--- src/rtl/pwm_pkg.sv ---
package pwm_pkg;

    typedef enum logic [1:0] {
        SEQ_IDLE = 2'd0,
        SEQ_INIT = 2'd1,
        SEQ_RUN  = 2'd2
    } seq_state_t;

    typedef enum logic [1:0] {
        CH_OFF    = 2'd0,
        CH_WAIT   = 2'd1,
        CH_ACTIVE = 2'd2
    } ch_state_t;

    typedef enum logic {
        MODE_W16 = 1'b0,
        MODE_W8  = 1'b1
    } pwm_mode_t;

endpackage

--- src/rtl/pwm_ctrl.sv ---
module pwm_ctrl
    import pwm_pkg::*;
#(
    parameter int NUM_CH = 4,
    parameter int DIV_W  = 8,
    parameter int NUM_W  = 3
) (
    input  logic              clk,
    input  logic              rst_n,
    input  logic              cfg_update,
    input  logic              cfg_src_sel,
    input  logic [DIV_W-1:0]  cfg_divisor,
    input  logic [NUM_CH-1:0] cfg_mode,
    input  logic [NUM_W-1:0]  cfg_num_on,
    output logic              init_o,
    output logic              run_o,
    output logic              src_sel_o,
    output logic [DIV_W-1:0]  divisor_o,
    output logic [NUM_CH-1:0] mode_o,
    output logic [NUM_CH-1:0] ch_en_o
);

    seq_state_t state_q, state_d;
    logic [NUM_W-1:0] num_on_q;

    // state register
    always_ff @(posedge clk) begin
        if (!rst_n) begin
            state_q <= SEQ_IDLE;
        end else begin
            state_q <= state_d;
        end
    end

    always_comb begin
        state_d = state_q;
        unique case (state_q)
            SEQ_IDLE: state_d = cfg_update ? SEQ_INIT : SEQ_IDLE;
            SEQ_INIT: state_d = cfg_update ? SEQ_INIT : SEQ_RUN;
            SEQ_RUN:  state_d = cfg_update ? SEQ_INIT : SEQ_RUN;
            default:  state_d = SEQ_IDLE;
        endcase
    end

    // configuration capture
    always_ff @(posedge clk) begin
        if (!rst_n) begin
            src_sel_o <= 1'b0;
            divisor_o <= '0;
            mode_o    <= '0;
            num_on_q  <= '0;
        end else if (cfg_update) begin
            src_sel_o <= cfg_src_sel;
            divisor_o <= cfg_divisor;
            mode_o    <= cfg_mode;
            num_on_q  <= cfg_num_on;
        end
    end

    // outputs
    always_comb begin
        init_o = 1'b0;
        run_o  = 1'b0;
        unique case (state_q)
            SEQ_INIT: init_o = 1'b1;
            SEQ_RUN:  run_o  = 1'b1;
            default: begin
                init_o = 1'b0;
                run_o  = 1'b0;
            end
        endcase
    end

    for (genvar i = 0; i < NUM_CH; i++) begin : g_en
        assign ch_en_o[i] = (int'(num_on_q) > i);
    end

    // one init cycle, then running unless another strobe arrives
    a_r7_init_to_run: assert property (@(posedge clk) disable iff (!rst_n)
        (state_q == SEQ_INIT && !cfg_update) |=> run_o);

endmodule

--- src/rtl/pwm_tick_gen.sv ---
module pwm_tick_gen #(
    parameter int CNT_W = 16,
    parameter int DIV_W = 8
) (
    input  logic             clk,
    input  logic             rst_n,
    input  logic             init,
    input  logic             run,
    input  logic             base_en_a,
    input  logic             base_en_b,
    input  logic             src_sel,
    input  logic [DIV_W-1:0] divisor,
    output logic             tick_o,
    output logic [CNT_W-1:0] cnt_o
);

    logic [DIV_W-1:0] pre_q;
    logic [DIV_W-1:0] div_last;
    logic             base_en;
    logic             at_last;

    // divisor 0 wraps to the all-ones terminal count: divide by 2**DIV_W
    assign div_last = divisor - DIV_W'(1);
    assign base_en  = src_sel ? base_en_b : base_en_a;
    assign at_last  = (pre_q == div_last);
    assign tick_o   = run && base_en && at_last;

    always_ff @(posedge clk) begin
        if (!rst_n) begin
            pre_q <= '0;
            cnt_o <= '0;
        end else if (init) begin
            pre_q <= '0;
            cnt_o <= '0;
        end else if (run && base_en) begin
            if (at_last) begin
                pre_q <= '0;
                cnt_o <= cnt_o + CNT_W'(1);
            end else begin
                pre_q <= pre_q + DIV_W'(1);
            end
        end
    end

    // prescaler never passes its terminal count
    a_r2_pre_bound: assert property (@(posedge clk) disable iff (!rst_n)
        run |-> (pre_q <= div_last));

    // counter holds while not running
    a_r1_hold_count: assert property (@(posedge clk) disable iff (!rst_n)
        (!run && !init) |=> $stable(cnt_o));

endmodule

--- src/rtl/pwm_channel.sv ---
module pwm_channel
    import pwm_pkg::*;
#(
    parameter int CNT_W = 16,
    parameter int LOW_W = 8
) (
    input  logic             clk,
    input  logic             rst_n,
    input  logic             init,
    input  logic             enabled,
    input  pwm_mode_t        mode,
    input  logic             tick,
    input  logic [CNT_W-1:0] cnt,
    input  logic             upd,
    input  logic [CNT_W-1:0] upd_val,
    output logic             pwm_o
);

    ch_state_t        st_q, st_d;
    logic [CNT_W-1:0] act_q;
    logic [CNT_W-1:0] shadow_q;
    logic             pend_q;
    logic             at_end;
    logic             wrap;
    logic             below;

    always_comb begin
        at_end = 1'b0;
        below  = 1'b0;
        unique case (mode)
            MODE_W8: begin
                at_end = &cnt[LOW_W-1:0];
                below  = cnt[LOW_W-1:0] < act_q[CNT_W-1 -: LOW_W];
            end
            MODE_W16: begin
                at_end = &cnt;
                below  = cnt < act_q;
            end
            default: begin
                at_end = 1'b0;
                below  = 1'b0;
            end
        endcase
    end

    assign wrap = tick && at_end;

    // state register
    always_ff @(posedge clk) begin
        if (!rst_n) begin
            st_q <= CH_OFF;
        end else begin
            st_q <= st_d;
        end
    end

    always_comb begin
        st_d = st_q;
        if (init) begin
            st_d = enabled ? CH_WAIT : CH_OFF;
        end else begin
            unique case (st_q)
                CH_OFF:    st_d = CH_OFF;
                CH_WAIT:   st_d = wrap ? CH_ACTIVE : CH_WAIT;
                CH_ACTIVE: st_d = CH_ACTIVE;
                default:   st_d = CH_OFF;
            endcase
        end
    end

    // value path: shadow until the channel's period boundary
    always_ff @(posedge clk) begin
        if (!rst_n) begin
            act_q    <= '0;
            shadow_q <= '0;
            pend_q   <= 1'b0;
        end else if (init) begin
            act_q    <= '0;
            shadow_q <= '0;
            pend_q   <= 1'b0;
        end else if (st_q != CH_OFF) begin
            if (wrap) begin
                act_q  <= upd ? upd_val : (pend_q ? shadow_q : act_q);
                pend_q <= 1'b0;
            end else if (upd) begin
                shadow_q <= upd_val;
                pend_q   <= 1'b1;
            end
        end
    end

    // outputs
    always_comb begin
        pwm_o = 1'b1;
        if (!init) begin
            unique case (st_q)
                CH_ACTIVE: pwm_o = !below;
                default:   pwm_o = 1'b1;
            endcase
        end
    end

    // active value only moves at a period boundary or re-init
    a_r8_hold_between_wraps: assert property (@(posedge clk) disable iff (!rst_n)
        (!wrap && !init) |=> $stable(act_q));

    // zero low count never drives low
    a_r3_zero_stays_high: assert property (@(posedge clk) disable iff (!rst_n)
        (st_q == CH_ACTIVE && act_q == '0) |-> pwm_o);

    // a disabled channel keeps no value
    a_r9_off_clean: assert property (@(posedge clk) disable iff (!rst_n)
        (st_q == CH_OFF) |-> (act_q == '0 && !pend_q));

endmodule

--- src/rtl/pwm_timer_bank.sv ---
module pwm_timer_bank
    import pwm_pkg::*;
#(
    parameter int NUM_CH = 4,
    parameter int CNT_W  = 16,
    parameter int LOW_W  = 8,
    parameter int DIV_W  = 8,
    parameter int NUM_W  = $clog2(NUM_CH + 1)
) (
    input  logic                    clk,
    input  logic                    rst_n,
    input  logic                    base_en_a,
    input  logic                    base_en_b,
    input  logic                    cfg_update,
    input  logic                    cfg_src_sel,
    input  logic [DIV_W-1:0]        cfg_divisor,
    input  logic [NUM_CH-1:0]       cfg_mode,
    input  logic [NUM_W-1:0]        cfg_num_on,
    input  logic [NUM_CH-1:0]       val_update,
    input  logic [NUM_CH*CNT_W-1:0] val_data,
    output logic [NUM_CH-1:0]       pwm_out
);

    logic              init;
    logic              run;
    logic              src_sel_q;
    logic [DIV_W-1:0]  div_q;
    logic [NUM_CH-1:0] mode_q;
    logic [NUM_CH-1:0] ch_en;
    logic              tick;
    logic [CNT_W-1:0]  cnt;

    pwm_ctrl #(
        .NUM_CH (NUM_CH),
        .DIV_W  (DIV_W),
        .NUM_W  (NUM_W)
    ) u_ctrl (
        .clk         (clk),
        .rst_n       (rst_n),
        .cfg_update  (cfg_update),
        .cfg_src_sel (cfg_src_sel),
        .cfg_divisor (cfg_divisor),
        .cfg_mode    (cfg_mode),
        .cfg_num_on  (cfg_num_on),
        .init_o      (init),
        .run_o       (run),
        .src_sel_o   (src_sel_q),
        .divisor_o   (div_q),
        .mode_o      (mode_q),
        .ch_en_o     (ch_en)
    );

    pwm_tick_gen #(
        .CNT_W (CNT_W),
        .DIV_W (DIV_W)
    ) u_tick (
        .clk       (clk),
        .rst_n     (rst_n),
        .init      (init),
        .run       (run),
        .base_en_a (base_en_a),
        .base_en_b (base_en_b),
        .src_sel   (src_sel_q),
        .divisor   (div_q),
        .tick_o    (tick),
        .cnt_o     (cnt)
    );

    for (genvar i = 0; i < NUM_CH; i++) begin : g_ch
        pwm_channel #(
            .CNT_W (CNT_W),
            .LOW_W (LOW_W)
        ) u_ch (
            .clk     (clk),
            .rst_n   (rst_n),
            .init    (init),
            .enabled (ch_en[i]),
            .mode    (pwm_mode_t'(mode_q[i])),
            .tick    (tick),
            .cnt     (cnt),
            .upd     (val_update[i]),
            .upd_val (val_data[i*CNT_W +: CNT_W]),
            .pwm_o   (pwm_out[i])
        );

        // falling edges only where the shared counter starts a period
        a_r5_fall_at_boundary: assert property (@(posedge clk) disable iff (!rst_n)
            $fell(pwm_out[i]) |->
                ((mode_q[i] == MODE_W8) ? (cnt[LOW_W-1:0] == '0) : (cnt == '0)));

        // disabled channels stay high
        a_r9_disabled_high: assert property (@(posedge clk) disable iff (!rst_n)
            !ch_en[i] |-> pwm_out[i]);
    end

    // re-init leaves every output high
    a_r7_reinit_high: assert property (@(posedge clk) disable iff (!rst_n)
        init |=> (&pwm_out));

endmodule

--- config.mk ---
export PLATFORM = sky130hd
export DESIGN_NAME = pwm_timer_bank
export DESIGN_NICKNAME = d
export VERILOG_FILES = /design/src/rtl/pwm_pkg.sv /design/src/rtl/pwm_ctrl.sv /design/src/rtl/pwm_tick_gen.sv /design/src/rtl/pwm_channel.sv /design/src/rtl/pwm_timer_bank.sv
export SDC_FILE = /design/constraint.sdc
export NUM_CORES = 1
export LEC_CHECK = 0
export CAP_MARGIN = 5
export CORE_MARGIN = 2
export CORE_UTILIZATION = 35
export CTS_BUF_LIST = sky130_fd_sc_hd__clkbuf_8 sky130_fd_sc_hd__clkbuf_16
export CTS_CLUSTER_SIZE = 8
export DETAILED_ROUTE_END_ITERATION = 7
export GPL_ROUTABILITY_DRIVEN = 0
export GPL_TIMING_DRIVEN = 0
export RECOVER_POWER = 50
export SLEW_MARGIN = 0
export SYNTH_ARGS = -nofsm -noshare
export SYNTH_HDL_FRONTEND = slang
export SYNTH_SLANG_ARGS = --single-unit
--- constraint.sdc ---
create_clock -name clk -period 2.7 [get_ports clk]
set_input_delay 0.54 -clock clk [delete_from_list [all_inputs] [get_ports clk]]
set_output_delay 0.54 -clock clk [all_outputs]
set_load 0.01 [all_outputs]
==> flow_metrics.py <==
metrics = {
    "grt": {
        "grtUsageTotal_pct": 19.66,
        "antenna_found_initial": 0,
        "grt_pass1_wl_microns": 47470,
        "grt_pass1_vias": 8751,
        "overflow": 0,
        "grt_max_degree": 20,
    },
    "cells_and_area": {
        "finish.net_count": 1525,
        "n_fill_cell": 2829,
        "diodes": 0,
        "mostFrequentLayoutCells": "164 x dfxtp_1, 99 x nand2_1, 98 x ha_1",
        "layout_commonest_cell": "dfxtp_1",
        "layout-drive-gt1-share_pct": 15.87,
        "fin_area_sq_um": 13130,
        "syn2layout_area_growth_pct": 28.84,
    },
    "yosys": {
        "synth-edff-count": 0,
        "synth_cell_types": 53,
        "syn-cell-area_sq_um": 10190,
        "postSynthCellCount": 1195,
        "syn_nets": 1391,
        "yosysWarnings": 0,
        "async_flop_share_pct": 0,
        "synth_flop_cell": "dfxtp_1",
        "yosysTopAreaCell": "dfxtp_1",
        "seq_area_frac_synth_pct": 35.74,
        "synth_area_leaders": "dfxtp_1 36%, ha_1 13%, a211oi_1 9.5%, nor2b_1 5.2%, o21ai_0 4.4%",
        "synth.top_cell.area_share_pct": 35.74,
        "ys_seq_elements": 182,
        "avgSynthCellArea_sq_um": 8.530,
    },
    "worst_setup_path": {
        "critPathCaptureType": "output port",
        "reg2reg_slack_ns": -0.10,
        "crit_fanout": 8,
        "arrival_ns": 2.27,
        "cp-start-kind": "register",
        "worstPathRequired_ns": 2.16,
        "worstSetupPathType": "reg -> out",
    },
    "clocking": {
        "clk_pin_slew_ns": 0.08,
        "cts_tree": "done",
        "clk_latency_ns": 0.45,
        "ctsHoldBuffers": 0,
        "numCtsBuffers": 17,
        "htreeDepth": 4,
        "cts_root_buf": "clkbuf_16",
        "clk_path_buf_depth": 2,
        "cts_sinks": 182,
    },
    "routing": {
        "route.detailed.drc": 0,
        "vias": 9083,
        "antenna_left": 0,
        "wl_microns": 30210,
        "drt_pass1_iterations": 5,
        "drt_iter0_drc": 522,
        "vias_per_cell": 5.262,
        "wl_per_cell_microns": 17.50,
    },
    "outcome": {
        "violations": "negative setup slack",
        "status": "complete, but fails checks",
    },
    "floorplanning": {
        "rows": 62,
        "start_util_pct": 35.51,
        "die_w_microns": 174.7,
        "io_pins": 93,
        "core_area_sq_um": 28700,
        "die-height_microns": 174.7,
        "die_area_sq_um": 30510,
    },
    "timing": {
        "fin_crit_sh_pct": 104.2,
        "worst_slew_pin_slew_ns": 0.9831,
        "report.final.hold_viol_count": 0,
        "finalSetupViolations": 73,
        "slew_headroom_pct": 34.46,
        "period_minus_slack_ns": 2.813,
        "worst_slack_ns": -0.1133,
        "rsz0062_at_grt": "true",
        "skew_ns": 0.01476,
        "timing.fmax_ghz": 0.3555,
        "slew_viol_final": 0,
    },
    "power": {
        "p_leak_nw": 4.792,
        "total_power_mw": 5.956,
        "cellPowerDensity_nw_per_um2": 453.5,
        "ir_drop_uv": 443.5,
    },
    "run": {
        "max_cap_viol_count": 0,
    },
    "placement": {
        "portBuffers": 91,
        "dpl_cell_area_sq_um": 11580,
        "dp_hpwl_microns": 21080,
    },
    "min_path": {
        "min_path_type": "reg -> reg",
    },
}
## cells by family after synthesis
| family | count (synthesis) | synth area share, % |
|---|---|---|
| simple gates | 379 | 19.23 |
| compound gates | 306 | 20.20 |
| flops | 182 | 35.74 |
| buf+inv | 165 | 6.481 |
| fa+ha+maj | 107 | 13.13 |
| xor+xnor | 28 | 2.406 |
| mux | 28 | 2.799 |
## timing repair
action                     4_1_cts  5_1_grt
setup buffers                   17       12
gates cloned                     1        2
pin swaps                       41       37
setup endpoints to repair      167      152
resized for setup              127       91
## power breakdown
group,total (mW),internal (mW),switching (mW)
sequential,2.72,2.70,0.0255
combinational,0.529,0.214,0.315
clock,2.71,1.43,1.28
total,5.96,4.34,1.62
## worst max-delay path, stage by stage, from the launching register on
cell and delay (ns):
dfxtp_4 0.47, buf_6 0.16, ha_4 0.20, a21o_1 0.18, a21o_1 0.17, a21oi_2 0.14
o21ai_1 0.09, nand2_1 0.10, a32oi_2 0.13, buf_2 0.17
## area by class of cell
class / count / area, sq um / share of cell area, %
Tap cell: 384 / 480.5 / 3.658
Multi-Input combinational cell: 848 / 6430 / 48.96
Buffer: 76 / 416.7 / 3.172
Clock buffer: 17 / 425.4 / 3.239
Inverter: 81 / 306.5 / 2.334
Timing Repair Buffer: 123 / 1162 / 8.850
Sequential cell: 182 / 3699 / 28.16
Clock inverter: 15 / 214.0 / 1.629
## synthesized netlist by cell type (all sizes together), types with 25 or more instances
master,n
a211oi,129
dfxtp,182
nor2b,85
buf,27
nand4,25
nand2,99
clkbuf,57
ha,107
nor2,46
o21ai,93
inv,81
nand3,71
## state kept, by name, summed over array words and instances (netlist names)
signal / cells
g_ch.u_ch.pend_q: 4
g_ch.u_ch.st_q: 8
u_tick.pre_q: 8
g_ch.u_ch.act_q: 64
u_ctrl.divisor_o: 8
u_ctrl.state_q: 2
u_ctrl.mode_o: 4
u_ctrl.num_on_q: 3
u_ctrl.src_sel_o: 1
u_tick.cnt_o: 16
g_ch.u_ch.shadow_q: 64
## stage by stage
| step | worst slack, ns | hold slack, ns | util [%] | cells | TNS [ns] |
|---|---|---|---|---|---|
| after global routing | -0.2061 | 0.4756 | 45.76 | 1726 | -19.53 |
| after floorplan | 0.2309 | 0.4308 | - | 1195 | 0 |
| after CTS | -0.1562 | 0.4566 | 44.33 | 1714 | -0.3986 |
| final | -0.1133 | 0.4530 | 45.76 | 1726 | -2.622 |
| after global placement | -0.8499 | 0.4396 | 40.36 | 1670 | -104.07 |
| after detailed placement | -0.8572 | 0.4450 | 40.36 | 1670 | -105.74 |
## worst paths after layout
path	end	from	cells after the start
worst max-delay path	pwm_out[1]	u_tick.cnt_o[1]$_SDFFE_PP0P_	9
worst min-delay path	g_ch[0].u_ch.shadow_q[10]$_SDFFE_PP0P_	g_ch[0].u_ch.shadow_q[10]$_SDFFE_PP0P_	2
worst max register to register	g_ch[1].u_ch.act_q[6]$_SDFFE_PP0P_	u_ctrl.divisor_o[1]$_SDFFE_PN0P_	13
worst min register to register	g_ch[0].u_ch.shadow_q[10]$_SDFFE_PP0P_	g_ch[0].u_ch.shadow_q[10]$_SDFFE_PP0P_	2
## per-layer routing
metal	track usage, %	vias up	part of all wire [%]
met4	6.458	0	2.5
met5	0	-	0
met2	32.21	211	46
met1	26.37	4320	48
li1	-	4510	-
met3	3.177	42	4.2
No activity file was read; power rests on OpenSTA's default activity.
